**src/rtl/puf_grid_pkg.sv**
```systemverilog
package puf_grid_pkg;

    typedef enum logic [0:0] {
        ST_IDLE = 1'b0,
        ST_DONE = 1'b1
    } ctrl_state_t;

endpackage

```
**src/rtl/diffusion_cell.sv**
```systemverilog
module diffusion_cell (
    input  logic link_ok,
    input  logic nbr_bit,
    input  logic own_bit,
    output logic out_bit
);

    logic nand_term;

    always_comb begin
        nand_term = ~(link_ok & nbr_bit);
        out_bit   = nand_term ^ own_bit;
    end

endmodule

```
**src/rtl/diffusion_column.sv**
```systemverilog
module diffusion_column #(
    parameter int ROWS    = 8,
    parameter bit ODD_COL = 1'b1
) (
    input  logic [ROWS-1:0] prev_bits,
    input  logic [ROWS-1:0] links,
    output logic [ROWS-1:0] next_bits
);

    logic [ROWS-1:0] nbr;

    for (genvar i = 0; i < ROWS; i++) begin : g_row
        if (ODD_COL) begin : g_up
            if (i == 0) begin : g_edge
                assign nbr[i] = 1'b0;
            end else begin : g_in
                assign nbr[i] = prev_bits[i-1];
            end
        end else begin : g_down
            if (i == ROWS - 1) begin : g_edge
                assign nbr[i] = 1'b0;
            end else begin : g_in
                assign nbr[i] = prev_bits[i+1];
            end
        end

        diffusion_cell u_cell (
            .link_ok (links[i]),
            .nbr_bit (nbr[i]),
            .own_bit (prev_bits[i]),
            .out_bit (next_bits[i])
        );
    end

endmodule

```
**src/rtl/diffusion_grid.sv**
```systemverilog
module diffusion_grid #(
    parameter int ROWS = 8,
    parameter int COLS = 8
) (
    input  logic [ROWS-1:0]      challenge,
    input  logic [ROWS*COLS-1:0] link_map,
    output logic [ROWS-1:0]      grid_out
);

    logic [ROWS-1:0] stage [0:COLS];

    assign stage[0] = challenge;

    for (genvar j = 0; j < COLS; j++) begin : g_col
        localparam bit IS_ODD = ((j + 1) % 2) == 1;

        diffusion_column #(
            .ROWS    (ROWS),
            .ODD_COL (IS_ODD)
        ) u_col (
            .prev_bits (stage[j]),
            .links     (link_map[j*ROWS +: ROWS]),
            .next_bits (stage[j+1])
        );
    end

    assign grid_out = stage[COLS];

endmodule

```
**src/rtl/puf_diffusion_top.sv**
```systemverilog
module puf_diffusion_top
    import puf_grid_pkg::*;
#(
    parameter int ROWS = 8,
    parameter int COLS = 8
) (
    input  logic                 clk,
    input  logic                 rst_n,
    input  logic                 start,
    input  logic [ROWS-1:0]      challenge,
    input  logic [ROWS*COLS-1:0] link_map,
    output logic [ROWS-1:0]      response,
    output logic                 valid
);

    ctrl_state_t     state_q;
    ctrl_state_t     state_d;
    logic [ROWS-1:0] grid_out;

    diffusion_grid #(
        .ROWS (ROWS),
        .COLS (COLS)
    ) u_grid (
        .challenge (challenge),
        .link_map  (link_map),
        .grid_out  (grid_out)
    );

    always_comb begin
        state_d = state_q;
        unique case (state_q)
            ST_IDLE: state_d = start ? ST_DONE : ST_IDLE;
            ST_DONE: state_d = start ? ST_DONE : ST_IDLE;
            default: state_d = ST_IDLE;
        endcase
    end

    always_ff @(posedge clk or negedge rst_n) begin
        if (!rst_n) begin
            state_q <= ST_IDLE;
        end else begin
            state_q <= state_d;
        end
    end

    always_ff @(posedge clk or negedge rst_n) begin
        if (!rst_n) begin
            response <= '0;
        end else if (start) begin
            response <= grid_out;
        end
    end

    assign valid = (state_q == ST_DONE);

endmodule

```
**config.mk**
```make
export PLATFORM = sky130hd
export DESIGN_NAME = puf_diffusion_top
export DESIGN_NICKNAME = d
export VERILOG_FILES = /design/src/rtl/puf_grid_pkg.sv /design/src/rtl/diffusion_cell.sv /design/src/rtl/diffusion_column.sv /design/src/rtl/diffusion_grid.sv /design/src/rtl/puf_diffusion_top.sv
export SDC_FILE = /design/constraint.sdc
export NUM_CORES = 1
export LEC_CHECK = 0
export BUFFER_PORTS_ARGS = -buffer_cell sky130_fd_sc_hd__buf_2
export CORE_MARGIN = 5
export CORE_UTILIZATION = 30
export CTS_CLUSTER_SIZE = 24
export DETAILED_ROUTE_END_ITERATION = 6
export PLACE_DENSITY = 0.6
export RECOVER_POWER = 25
export SKIP_LAST_GASP = 1
export SYNTH_ARGS = -nofsm -noshare
export SYNTH_HDL_FRONTEND = slang
export SYNTH_SLANG_ARGS = --single-unit
```
**constraint.sdc**
```tcl
create_clock -name clk -period 0.9 [get_ports clk]
set_input_delay 0.225 -clock clk [delete_from_list [all_inputs] [get_ports clk]]
set_output_delay 0.225 -clock clk [all_outputs]
set_load 0.02 [all_outputs]
```
# Word-level counts from Yosys, hierarchy flattened
# Cells that the tools add are included.
# totals
elab_cells,179
inputBits,75
register_bits,9
output_inout_bits,9
# classes
mux,1
bitwise,176
# ops
cell,n
1-bit NOT,64
1-bit AND,56
1-bit bitwise XOR,56
1-bit two-way mux,1

# Depth between registers and ports, before layout
# Gate-level depths: netlist of the first run.
# logic_depth
ltp_word,24
ltp_mapped,12
ltp_nobuf,11

# Hierarchy
# A second synthesis of the first run with hierarchy kept.
# hier_totals
hier_cells,154
hier_area_um2,1187.4
# by_module_without_submodules
mod,seq_area_each_um2,n_inst,cells_per_inst,area_each_um2
diffusion_cell,0.0,64,2,12.5
puf_diffusion_top,225.2,1,18,356.6
diffusion_column,0.0,8,1,3.8

# Least setup slack after synthesis of the first run
# Ideal clock, no wire load.
# synth_path
kind,input port to flip-flop
start,in challenge[5]
end,reg response[5]
required_ns,0.780
arrival_ns,3.062
n_path_buf,1
path_stages,12
path_slack_ns,-2.281
setup_time_ns,0.120
path_cell_list,a21bo_1 a211oi_2 xnor2_1 and4b_4 buf_6 o31a_1 or4_1 a311oi_2 a221oi_2 xor2_1 or3_1 a31o_1
# synth_via
elab_chain_cells,24
elab_cells_between_ends,64
cone_classes,64 x bitwise
# synth_rtl
element,line_no,text
start: declaration,puf_diffusion_top.sv:10,"input logic [ROWS-1:0] challenge,"
1-bit AND,diffusion_cell.sv:11,nand_term = ~(link_ok & nbr_bit);
1-bit NOT,diffusion_cell.sv:11,
1-bit bitwise XOR,diffusion_cell.sv:12,out_bit = nand_term ^ own_bit;
1-bit AND,diffusion_cell.sv:11,
1-bit NOT,diffusion_cell.sv:11,
1-bit bitwise XOR,diffusion_cell.sv:12,
1-bit AND,diffusion_cell.sv:11,
1-bit NOT,diffusion_cell.sv:11,
[... 8 more ...],n/a,
1-bit NOT,diffusion_cell.sv:11,
1-bit bitwise XOR,diffusion_cell.sv:12,
1-bit AND,diffusion_cell.sv:11,
1-bit NOT,diffusion_cell.sv:11,
1-bit bitwise XOR,diffusion_cell.sv:12,
1-bit AND,diffusion_cell.sv:11,
1-bit NOT,diffusion_cell.sv:11,
1-bit bitwise XOR (*),diffusion_cell.sv:12,
end signal: assignment,puf_diffusion_top.sv:50,response <= grid_out;
end: declaration,puf_diffusion_top.sv:12,"output logic [ROWS-1:0] response,"
# Every way passes the cells marked *; elsewhere a longest branch is shown, timed or not.
# A chain may end at the register's enable or synchronous reset.

# Final worst setup path of the first run
# layout_path
start,in link_map[13]
end,reg response[5]
# layout_via
elab_chain_cells,21
elab_cells_between_ends,42
cone_classes,42 x bitwise
# layout_rtl
element,line_no,text
start: declaration,puf_diffusion_top.sv:11,"input logic [ROWS*COLS-1:0] link_map,"
1-bit AND (*),diffusion_cell.sv:11,
1-bit NOT (*),diffusion_cell.sv:11,
1-bit bitwise XOR (*),diffusion_cell.sv:12,
1-bit AND,diffusion_cell.sv:11,
1-bit NOT,diffusion_cell.sv:11,
1-bit bitwise XOR,diffusion_cell.sv:12,
1-bit AND,diffusion_cell.sv:11,
1-bit NOT,diffusion_cell.sv:11,
[... 5 more ...],n/a,
1-bit NOT,diffusion_cell.sv:11,
1-bit bitwise XOR,diffusion_cell.sv:12,
1-bit AND,diffusion_cell.sv:11,
1-bit NOT,diffusion_cell.sv:11,
1-bit bitwise XOR,diffusion_cell.sv:12,
1-bit AND,diffusion_cell.sv:11,
1-bit NOT,diffusion_cell.sv:11,
1-bit bitwise XOR (*),diffusion_cell.sv:12,
# Marked as above.

==> results.json, run 1 <==
{
  "synth_nets": 323,
  "synth_edf_count": 0,
  "setup_viol": 17,
  "track_usage_pct": 14.57,
  "rows": 28,
  "via_count": 2503,
  "yosysSeqAreaShare_pct": 12.15,
  "cts_root_buf": "clkbuf_8",
  "wl_per_cell_um": 13.16,
  "power_density_mw_per_mm2": 1390,
  "arrival_ns": 3.16,
  "crit_buf_inv": 1,
  "rsz0062_at_grt": "true",
  "synth-seq-cells": 9,
  "gp_congestion": 0.7818,
  "clkTransAtPathRegs_ns": 0.04,
  "ant_nets": 0,
  "setup_ws_ns": -2.139,
  "status": "finished with violations",
  "p_leak_nw": 1.658,
  "grt_pass1_vias": 2365,
  "initial_utilization_pct": 31.11,
  "path_cells": "buf_6 > a21bo_4 > a211oi_4 > xnor2_4 > and4b_4 > or4_4 > a211o_1 > a211oi_2 > a221oi_2 > xor2_1 > or3_1 > a31o_1",
  "num_antenna_cells": 0,
  "grt-ovfl-total": 0,
  "io_buffers": 75,
  "cpPeakStageDelay_ns": 0.51,
  "cts.sinks": 9,
  "max_freq_mhz": 329.1,
  "reg2regPathDepth": 2,
  "ir_drop_uv": 1547,
  "grt_first_pass_wirelength_mm": 9.666,
  "crit_path_end_kind": "register",
  "tightest_slew_ns": 0.4807,
  "cp-start-kind": "primary input",
  "utilization_pct": 61.45,
  "grt_max_degree": 11,
  "period_share_pct": 337.6,
  "post-place-ws_ns": -2.456,
  "holdWs_ns": 0.3449,
  "required_ns": 1.02,
  "cts.path.max_buffers": 2,
  "routed_wl_mm": 6.263,
  "path_depth": 12,
  "die_h_um": 88.59,
  "htree_levels": 1,
  "hold_violations": 0,
  "first_iter_violations": 53,
  "avgSynthCellArea_um2": 7.472,
  "io_pins": 84,
  "cp_max_fo": 7,
  "die_area_mm2": 0.007848,
  "relSlewSlack_pct": 67.72,
  "syn_inst": 248,
  "via_per_inst": 5.258,
  "ys_async_sr_fraction_pct": 100.0,
  "drt_pass1_iterations": 4,
  "die_x_um": 88.59,
  "layout_commonest_cell": "buf_4",
  "layout-area-overhead-vs-synth_pct": 97.50,
  "drc": 0,
  "final_nets": 477,
  "maxCapViolCount": 0,
  "yosysWarnings": 0,
  "cts_tree": "yes",
  "n_fill_cell": 548,
  "hold_class": "primary input to register",
  "cts_buffers": 3,
  "finalClockSkew_ns": 0,
  "hold_path_depth": 3,
  "power_w": 0.005089,
  "final_cell_mix": "63 x buf_4, 57 x buf_2, 24 x nand2_1, 24 x buf_6, 15 x nor2_1",
  "ys.flop_type": "dfrtp_1",
  "critPathKind": "primary input to register",
  "coreArea_mm2": 0.005956,
  "dp_hpwl_mm": 4.802,
  "antenna_found_initial": 0,
  "critical-path-top-delay-family": "compound AO/OA/AOI/OAI gates",
  "slew_viol_final": 0,
  "slowest_stage": "or4_4",
  "violations": "negative setup slack",
  "worstSkewPairLatency_ns": 0.23,
  "syn_area_mm2": 0.001853,
  "layout-drive-gt1-share_pct": 59.85,
  "min_period_ns": 3.039,
  "synth_cell_type_count": 65
}
[cell usage after synthesis, types with 4 or more instances]
cell type | instances | share of area, %
a211oi_1 | 4 | 1.6
a211oi_2 | 4 | 2.7
a21oi_1 | 9 | 2.4
and4_1 | 4 | 1.9
dfrtp_1 | 9 | 12
inv_1 | 14 | 2.8
nand2_1 | 24 | 4.9
nand2b_1 | 6 | 2.0
nand3_1 | 9 | 2.4
nand4_1 | 4 | 1.4
nor2_1 | 18 | 3.6
nor2b_1 | 4 | 1.4
nor4_1 | 9 | 3.0
o211ai_1 | 5 | 2.0
o21ai_0 | 11 | 3.0
o31a_1 | 4 | 1.9
o31ai_1 | 8 | 3.2
or4_1 | 7 | 2.8
xnor2_1 | 12 | 5.7
xor2_1 | 8 | 3.8
[flip-flops by register name (all words and copies together), names as in the netlist]
signal and cells:
valid 1, response 8
[power breakdown]
part	total, W	leakage [nW]	switching [W]	internal, W
registers	0.000669	0.106	0.000111	0.000559
clock network	0.000460	0.0228	0.000152	0.000308
logic	0.00396	1.53	0.00178	0.00218
total	0.00509	1.66	0.00204	0.00305
[cell type report]
class                           count  area [um2]  share of cell area (%)
Sequential cell                     9       225.2                   6.154
Inverter                           15       56.30                   1.538
Timing Repair Buffer              152        1120                   30.60
Clock buffer                        4       45.04                   1.231
Tap cell                           75       93.84                   2.564
Multi-Input combinational cell    221        2120                   57.91
[path summary, 6_finish.rpt]
check	endpoint	startpoint	slack (ns)
max reg2reg	response[4]	response[4]	-0.01
min	response[3]	link_map[59]	0.34
min in group asynchronous	response[0]	rst_n	0.40
max in group asynchronous	response[3]	rst_n	0.31
min reg2reg	response[2]	response[2]	0.58
max	response[5]	link_map[13]	-2.14
[through the flow]
stage / area, um2 / TNS, ns / std cells
finish: 3660 / -16.50 / 476
global route: 3660 / -17.80 / 476
CTS: 3221 / -16.36 / 469
detailed placement: 2826 / -18.50 / 453
global placement: 2826 / -18.07 / 453
floorplan: 1951 / -15.39 / 248
[cell families (layout without fill, tap and decap cells)]
kind of cell    Yosys count  in the layout  synth area share (%)
simple gates            113            113                 35.72
compound gates           83             83                 35.25
xor+xnor                 20             20                 9.453
buf+inv                  18            171                 4.591
flops                     9              9                 12.15
mux                       5              5                 2.836
[timing repair]
item	in CTS	in global routing
setup buffers	13	9
pin swaps	36	58
endpoints found under the hold margin	9	0
endpoints found under the setup margin	17	17
resized for setup	58	70
hold buffers	1	0
gates cloned	0	0
[routing by layer]
layer	GRT usage, %	wire, um	vias to the layer above
li1	-	-	1278
met1	18.16	2673	1172
met2	26.85	3162	51
met3	2.607	405	2
met4	1.648	21	0
met5	0	0	-
[tightest hold or removal path, cell delays in order]
cell	delay [ns]
buf_2	0.09
and3_1	0.14
o31ai_1	0.06
(Power assumes the default switching activity.)
==> inputs of run 2 (changes only) <==
--- a/config.mk
+++ b/config.mk
@@ -8,10 +8,9 @@
 export BUFFER_PORTS_ARGS = -buffer_cell sky130_fd_sc_hd__buf_2
 export CORE_MARGIN = 5
 export CORE_UTILIZATION = 30
-export CTS_CLUSTER_SIZE = 24
+export CTS_CLUSTER_SIZE = 40
 export DETAILED_ROUTE_END_ITERATION = 6
 export PLACE_DENSITY = 0.6
-export RECOVER_POWER = 25
 export SKIP_LAST_GASP = 1
 export SYNTH_ARGS = -nofsm -noshare
 export SYNTH_HDL_FRONTEND = slang
==> run 2 against run 1 <==
  * The flow still finishes with violations (negative setup slack)
  * Clock skew is the same
  * Maximum frequency about the same
  * Combinational power hardly changed
  * Via count increased by 0.28%
  * Hold slack got worse by 0.045 ns
  * Total power about the same
  * Sequential power about the same
  * Final area increased by 0.10%
  * Clock power hardly changed
  * First-iteration DRC count is 1.9% lower
  * Wire length about the same
  * Final cell count is the same
  * Critical path type unchanged
  * Largest power group unchanged
  * Highest routed layer unchanged
==> results.json, run 2 (synthesis gave the netlist of run 1 again) <==
{
  "met3_length_um": 419,
  "period_share_pct": 337.8,
  "final_nets": 477,
  "initial_utilization_pct": 31.11,
  "final_area_mm2": 0.003664,
  "htree_levels": 1,
  "ir_drop_uv": 1547,
  "top_register": "response",
  "p_leak_nw": 1.662,
  "cts_tree": "yes",
  "setup_ws_ns": -2.140,
  "cts.sinks": 9,
  "drt_pass1_iterations": 4,
  "critPathKind": "primary input to register",
  "hold_class": "primary input to register",
  "cp-start-kind": "primary input",
  "grt-ovfl-total": 0,
  "highest-signal-layer": "met4",
  "io_buffers": 75,
  "layout-area-overhead-vs-synth_pct": 97.70,
  "cts.path.max_buffers": 2,
  "routed_wl_mm": 6.258,
  "crit_path_end_kind": "register",
  "reg2reg_setup_slack_ns": -0.01,
  "via_per_inst": 5.273,
  "cts_root_buf": "clkbuf_8",
  "via_count": 2510,
  "cts_buffers": 3,
  "status": "finished with violations",
  "power_density_mw_per_mm2": 1390,
  "hold_path_depth": 2,
  "dp_hpwl_mm": 4.802,
  "grt_first_pass_wirelength_mm": 9.666,
  "hold_violations": 0,
  "slew_viol_final": 0,
  "finalClockSkew_ns": 0,
  "rsz0062_at_grt": "true",
  "min_period_ns": 3.040,
  "die_h_um": 88.59,
  "grt_pass1_vias": 2365,
  "place_area_mm2": 0.002826,
  "arrival_ns": 3.16,
  "antenna_found_initial": 0,
  "largest_register_ffs": 8,
  "ant_nets": 0,
  "cp_max_fo": 7,
  "met1Wirelength_mm": 2.654,
  "first_iter_violations": 52,
  "required_ns": 1.02,
  "relSlewSlack_pct": 67.72,
  "tightest_slew_ns": 0.4807,
  "totalNegativeSetupSlack_ns": -16.50,
  "layout_commonest_cell": "buf_4",
  "n_fill_cell": 546,
  "die_x_um": 88.59,
  "grt_max_degree": 11,
  "num_antenna_cells": 0,
  "violations": "negative setup slack",
  "power_w": 0.005090,
  "rows": 28,
  "reg2regPathDepth": 2,
  "dr_wl_met2_mm": 3.164,
  "die_area_mm2": 0.007848,
  "maxCapViolCount": 0,
  "io_pins": 84,
  "track_usage_pct": 14.57,
  "gp_congestion": 0.7818,
  "final_cell_mix": "64 x buf_4, 58 x buf_2, 24 x nand2_1, 24 x buf_6, 15 x nor2_1",
  "wl_per_cell_um": 13.15,
  "clkTransAtPathRegs_ns": 0.04,
  "worstSkewPairLatency_ns": 0.23,
  "setup_viol": 17,
  "coreArea_mm2": 0.005956,
  "max_freq_mhz": 328.9,
  "layout-drive-gt1-share_pct": 60.10,
  "drc": 0
}
[run 2: final timing paths]
check | from | endpoint
worst max-delay path | link_map[13] | response[5]
worst min-delay path | start | valid
worst max register to register | response[4] | response[4]
worst min register to register | response[2] | response[2]
max in group asynchronous | rst_n | response[3]
min in group asynchronous | rst_n | response[0]
[run 2: layout make-up]
| class | count | area (um2) | share of cell area [%] |
|---|---|---|---|
| Multi-Input combinational cell | 221 | 2120 | 57.86 |
| Inverter | 15 | 56.30 | 1.537 |
| Tap cell | 75 | 93.84 | 2.561 |
| Clock buffer | 4 | 45.04 | 1.230 |
| Sequential cell | 9 | 225.2 | 6.148 |
| Timing Repair Buffer | 152 | 1124 | 30.67 |
[run 2: timing repair]
action,in CTS,in global routing
endpoints found under the hold margin,9,0
pin swaps,36,58
buffers inserted,13,9
hold buffers,1,0
setup endpoints to repair,17,17
gates resized for setup,58,70
[run 2: power breakdown]
part | internal [W] | switching (W) | total [W]
logic | 0.00219 | 0.00178 | 0.00396
clock network | 0.000308 | 0.000152 | 0.000460
registers | 0.000558 | 0.000110 | 0.000669
total | 0.00305 | 0.00204 | 0.00509
[run 2: per-stage QoR]
step / cells / hold WS [ns] / utilization, % / setup slack (ns)
after floorplan: 248 / -0.07059 / - / -2.198
after global placement: 453 / 0.08160 / 47.46 / -2.381
after detailed placement: 453 / 0.09232 / 47.46 / -2.456
after CTS: 469 / 0.2919 / 54.08 / -2.084
after global routing: 476 / 0.3259 / 61.51 / -2.251
final: 476 / 0.3003 / 61.51 / -2.140
[run 2: per-layer routing]
metal	global-route usage (%)	vias up
met4	1.648	0
met3	2.607	2
met2	26.85	57
met5	0	-
met1	18.16	1174
li1	-	1277
[run 2: critical path, cell delays in order]
cell and delay (ns):
buf_6 0.10, a21bo_4 0.21, a211oi_4 0.34, xnor2_4 0.17, and4b_4 0.24, or4_4 0.51
a211o_1 0.34, a211oi_2 0.21, a221oi_2 0.10, xor2_1 0.17, or3_1 0.35, a31o_1 0.18
==> inputs of run 3 (changes only) <==
--- a/config.mk
+++ b/config.mk
@@ -5,6 +5,7 @@
 export SDC_FILE = /design/constraint.sdc
 export NUM_CORES = 1
 export LEC_CHECK = 0
+export ABC_AREA = 1
 export BUFFER_PORTS_ARGS = -buffer_cell sky130_fd_sc_hd__buf_2
 export CORE_MARGIN = 5
 export CORE_UTILIZATION = 30
==> run 3 against run 2 <==
  * The run still ends with negative setup slack left
  * Global-route usage up 1.1 points
  * Synthesized cell count up 59%
  * Final area up 15%
  * Critical path type unchanged
  * Largest cell class unchanged
==> results.json, run 3 <==
{
  "status": "finished with violations",
  "violations": "negative setup slack",
  "layout_commonest_cell": "nand2_2",
  "power_density_mw_per_mm2": 1150,
  "max_freq_mhz": 503.9,
  "synth_top_area_share_pct": 35.35,
  "p_leak_nw": 1.927,
  "final_cell_mix": "96 x nand2_2, 67 x nand3_2, 65 x nand2_1, 55 x buf_2, 54 x nand2_4",
  "synth.area.mux_share_pct": 0,
  "totalNegativeSetupSlack_ns": -8.865,
  "cp_max_fo": 6,
  "layout-drive-gt1-share_pct": 74.85,
  "maxCapViolCount": 0,
  "via_count": 2976,
  "yosys.area_share.xor_xnor_pct": 0,
  "top_register": "response",
  "rows": 29,
  "synth_top_cell_by_area": "nand2_1",
  "clkTransAtPathRegs_ns": 0.04,
  "critPathKind": "primary input to register",
  "tightest_slew_ns": 0.2408,
  "first_iter_violations": 65,
  "yosysWarnings": 0,
  "synth_fa_ha_area_share_pct": 0,
  "synth_cell_type_count": 13,
  "cts_buffers": 3,
  "syn_inst": 395,
  "cp-start-kind": "primary input",
  "avgSynthCellArea_um2": 4.973,
  "htree_levels": 1,
  "worstSkewPairLatency_ns": 0.23,
  "synth_compound_area_share_pct": 0.2548,
  "yosys-top-cells-count": "185 x nand2_1, 126 x nand3_1, 37 x nand2_2",
  "track_usage_pct": 15.68,
  "relSlewSlack_pct": 83.85,
  "crit_path_end_kind": "register",
  "yosysMostFrequentCell": "nand2_1",
  "hold_class": "primary input to register",
  "synth_top_family_by_area": "simple AND/OR/NAND/NOR gates",
  "ir_drop_uv": 1154,
  "cts.path.max_buffers": 2,
  "min_period_ns": 1.985,
  "grt-ovfl-total": 0,
  "cts.sinks": 9,
  "final_nets": 569,
  "grt_max_degree": 10,
  "layout-area-overhead-vs-synth_pct": 113.8,
  "synth-seq-cells": 9,
  "drt_pass1_iterations": 4,
  "ys_top_cells_by_area": "nand2_1 35%, nand3_1 32%, nand2_2 12%, dfrtp_1 11%, inv_1 4.6%",
  "setup_viol": 17,
  "hold_violations": 0,
  "coreArea_mm2": 0.006350,
  "gp_congestion": 0.7984,
  "setup_ws_ns": -1.085,
  "syn_area_mm2": 0.001964,
  "die_x_um": 90.92,
  "synth_edf_count": 0,
  "via_per_inst": 5.221,
  "multi_input_area_mm2": 0.003069,
  "wl_per_cell_um": 13.58,
  "dp_hpwl_mm": 4.884,
  "die_area_mm2": 0.008266,
  "period_share_pct": 220.5,
  "die_h_um": 90.92,
  "synth_simple_gate_area_share_pct": 83.06,
  "cts_root_buf": "clkbuf_8",
  "io_pins": 84,
  "drc": 0,
  "routed_wl_mm": 7.743,
  "finalClockSkew_ns": 0,
  "grt_pass1_vias": 2897,
  "rsz0062_at_grt": "true",
  "io_buffers": 75,
  "ys_async_sr_fraction_pct": 100.0,
  "ys.flop_type": "dfrtp_1",
  "cts_tree": "yes",
  "grt_first_pass_wirelength_mm": 11.69,
  "largest_register_ffs": 8,
  "slew_viol_final": 0,
  "antenna_found_initial": 0,
  "required_ns": 1.01,
  "arrival_ns": 2.10,
  "num_antenna_cells": 0,
  "power_w": 0.004832,
  "yosysSeqAreaShare_pct": 11.46,
  "ant_nets": 0,
  "n_fill_cell": 485,
  "synth_nets": 470,
  "initial_utilization_pct": 30.94,
  "register_area_um2": 225.2
}
==> run 3: changes by cell type after synthesis, sizes merged, moves of 7 or more <==
| cell | change |
|---|---|
| inv | +11 |
| or4 | -7 |
| o21ai | -10 |
| xnor2 | -12 |
| nand3 | +120 |
| a21oi | -9 |
| xor2 | -8 |
| a211oi | -8 |
| nor2 | -14 |
| nor4 | -9 |
| nand2 | +198 |
| o31ai | -8 |
==> run 3: per-stage QoR <==
step / instances / area [um2] / hold WS (ns) / utilization (%) / setup slack, ns
3_5_place_dp: 554 / 2536 / 0.08806 / 39.94 / -1.253
2_1_floorplan: 395 / 2009 / -0.07059 / - / -0.8996
3_3_place_gp: 554 / 2536 / 0.08472 / 39.94 / -1.175
4_1_cts: 565 / 3298 / 0.2938 / 51.94 / -0.9823
5_1_grt: 570 / 4200 / 0.3036 / 66.15 / -1.282
6_report: 570 / 4200 / 0.2975 / 66.15 / -1.085
==> run 3: cell type report <==
type / instances / share of cell area [%]
Multi-Input combinational cell: 359 / 73.07
Timing Repair Buffer: 95 / 15.82
Sequential cell: 9 / 5.362
Inverter: 26 / 2.383
Tap cell: 77 / 2.294
Clock buffer: 4 / 1.072
==> run 3: path summary, 6_finish.rpt <==
check | from | to | slack (ns) | cells past startpoint
max | link_map[3] | response[1] | -1.08 | 21
min | start | valid | 0.30 | 2
max reg2reg | response[5] | response[5] | 0.06 | 4
min reg2reg | response[7] | response[7] | 0.51 | 2
max in group asynchronous | rst_n | response[6] | 0.34 | 2
min in group asynchronous | rst_n | valid | 0.38 | 2
==> run 3: worst max-delay path: stages <==
cell,delay (ns)
buf_2,0.12
nand2_2,0.06
nand2_2,0.06
nand2_4,0.12
inv_2,0.06
nand2_2,0.11
nand3_4,0.10
nand2_2,0.11
nand3_2,0.12
nand2_2,0.12
nand2_2,0.09
nand3_2,0.09
nand3_1,0.12
nand2_1,0.13
nand2_1,0.08
nand2_1,0.08
nand2_2,0.07
nand2_1,0.06
nand2_1,0.04
nand3_1,0.07
nand2_1,0.06
==> run 3: what timing repair did <==
action / 4_1_cts / 5_1_grt
setup endpoints to repair: 17 / 17
hold buffers: 1 / 0
pin swaps: 56 / 99
gates resized for setup: 167 / 190
hold endpoints to repair: 9 / 0
buffers inserted: 6 / 5
==> run 3: where the power goes <==
group          switching (W)  leakage, nW  internal, W
combinational        0.00237         1.80      0.00147
clock               0.000151       0.0228     0.000308
sequential         0.0000513        0.104     0.000482
==> run 3: cell families after synthesis <==
logic type,count (synthesis)
and+or+nand+nor,358
DFF,9
AOI/OAI and AO/OA,1
buffers and inverters,27
==> run 3: layer usage <==
| metal | wire, um | part of all wire, % | vias to the layer above | global-route usage, % |
|---|---|---|---|---|
| met3 | 276 | 3.6 | 12 | 2.250 |
| met2 | 4468 | 58 | 58 | 30.59 |
| li1 | - | - | 1512 | - |
| met1 | 2893 | 37 | 1394 | 18.42 |
| met5 | 0 | 0 | - | 0 |
| met4 | 105 | 1.4 | 0 | 1.589 |
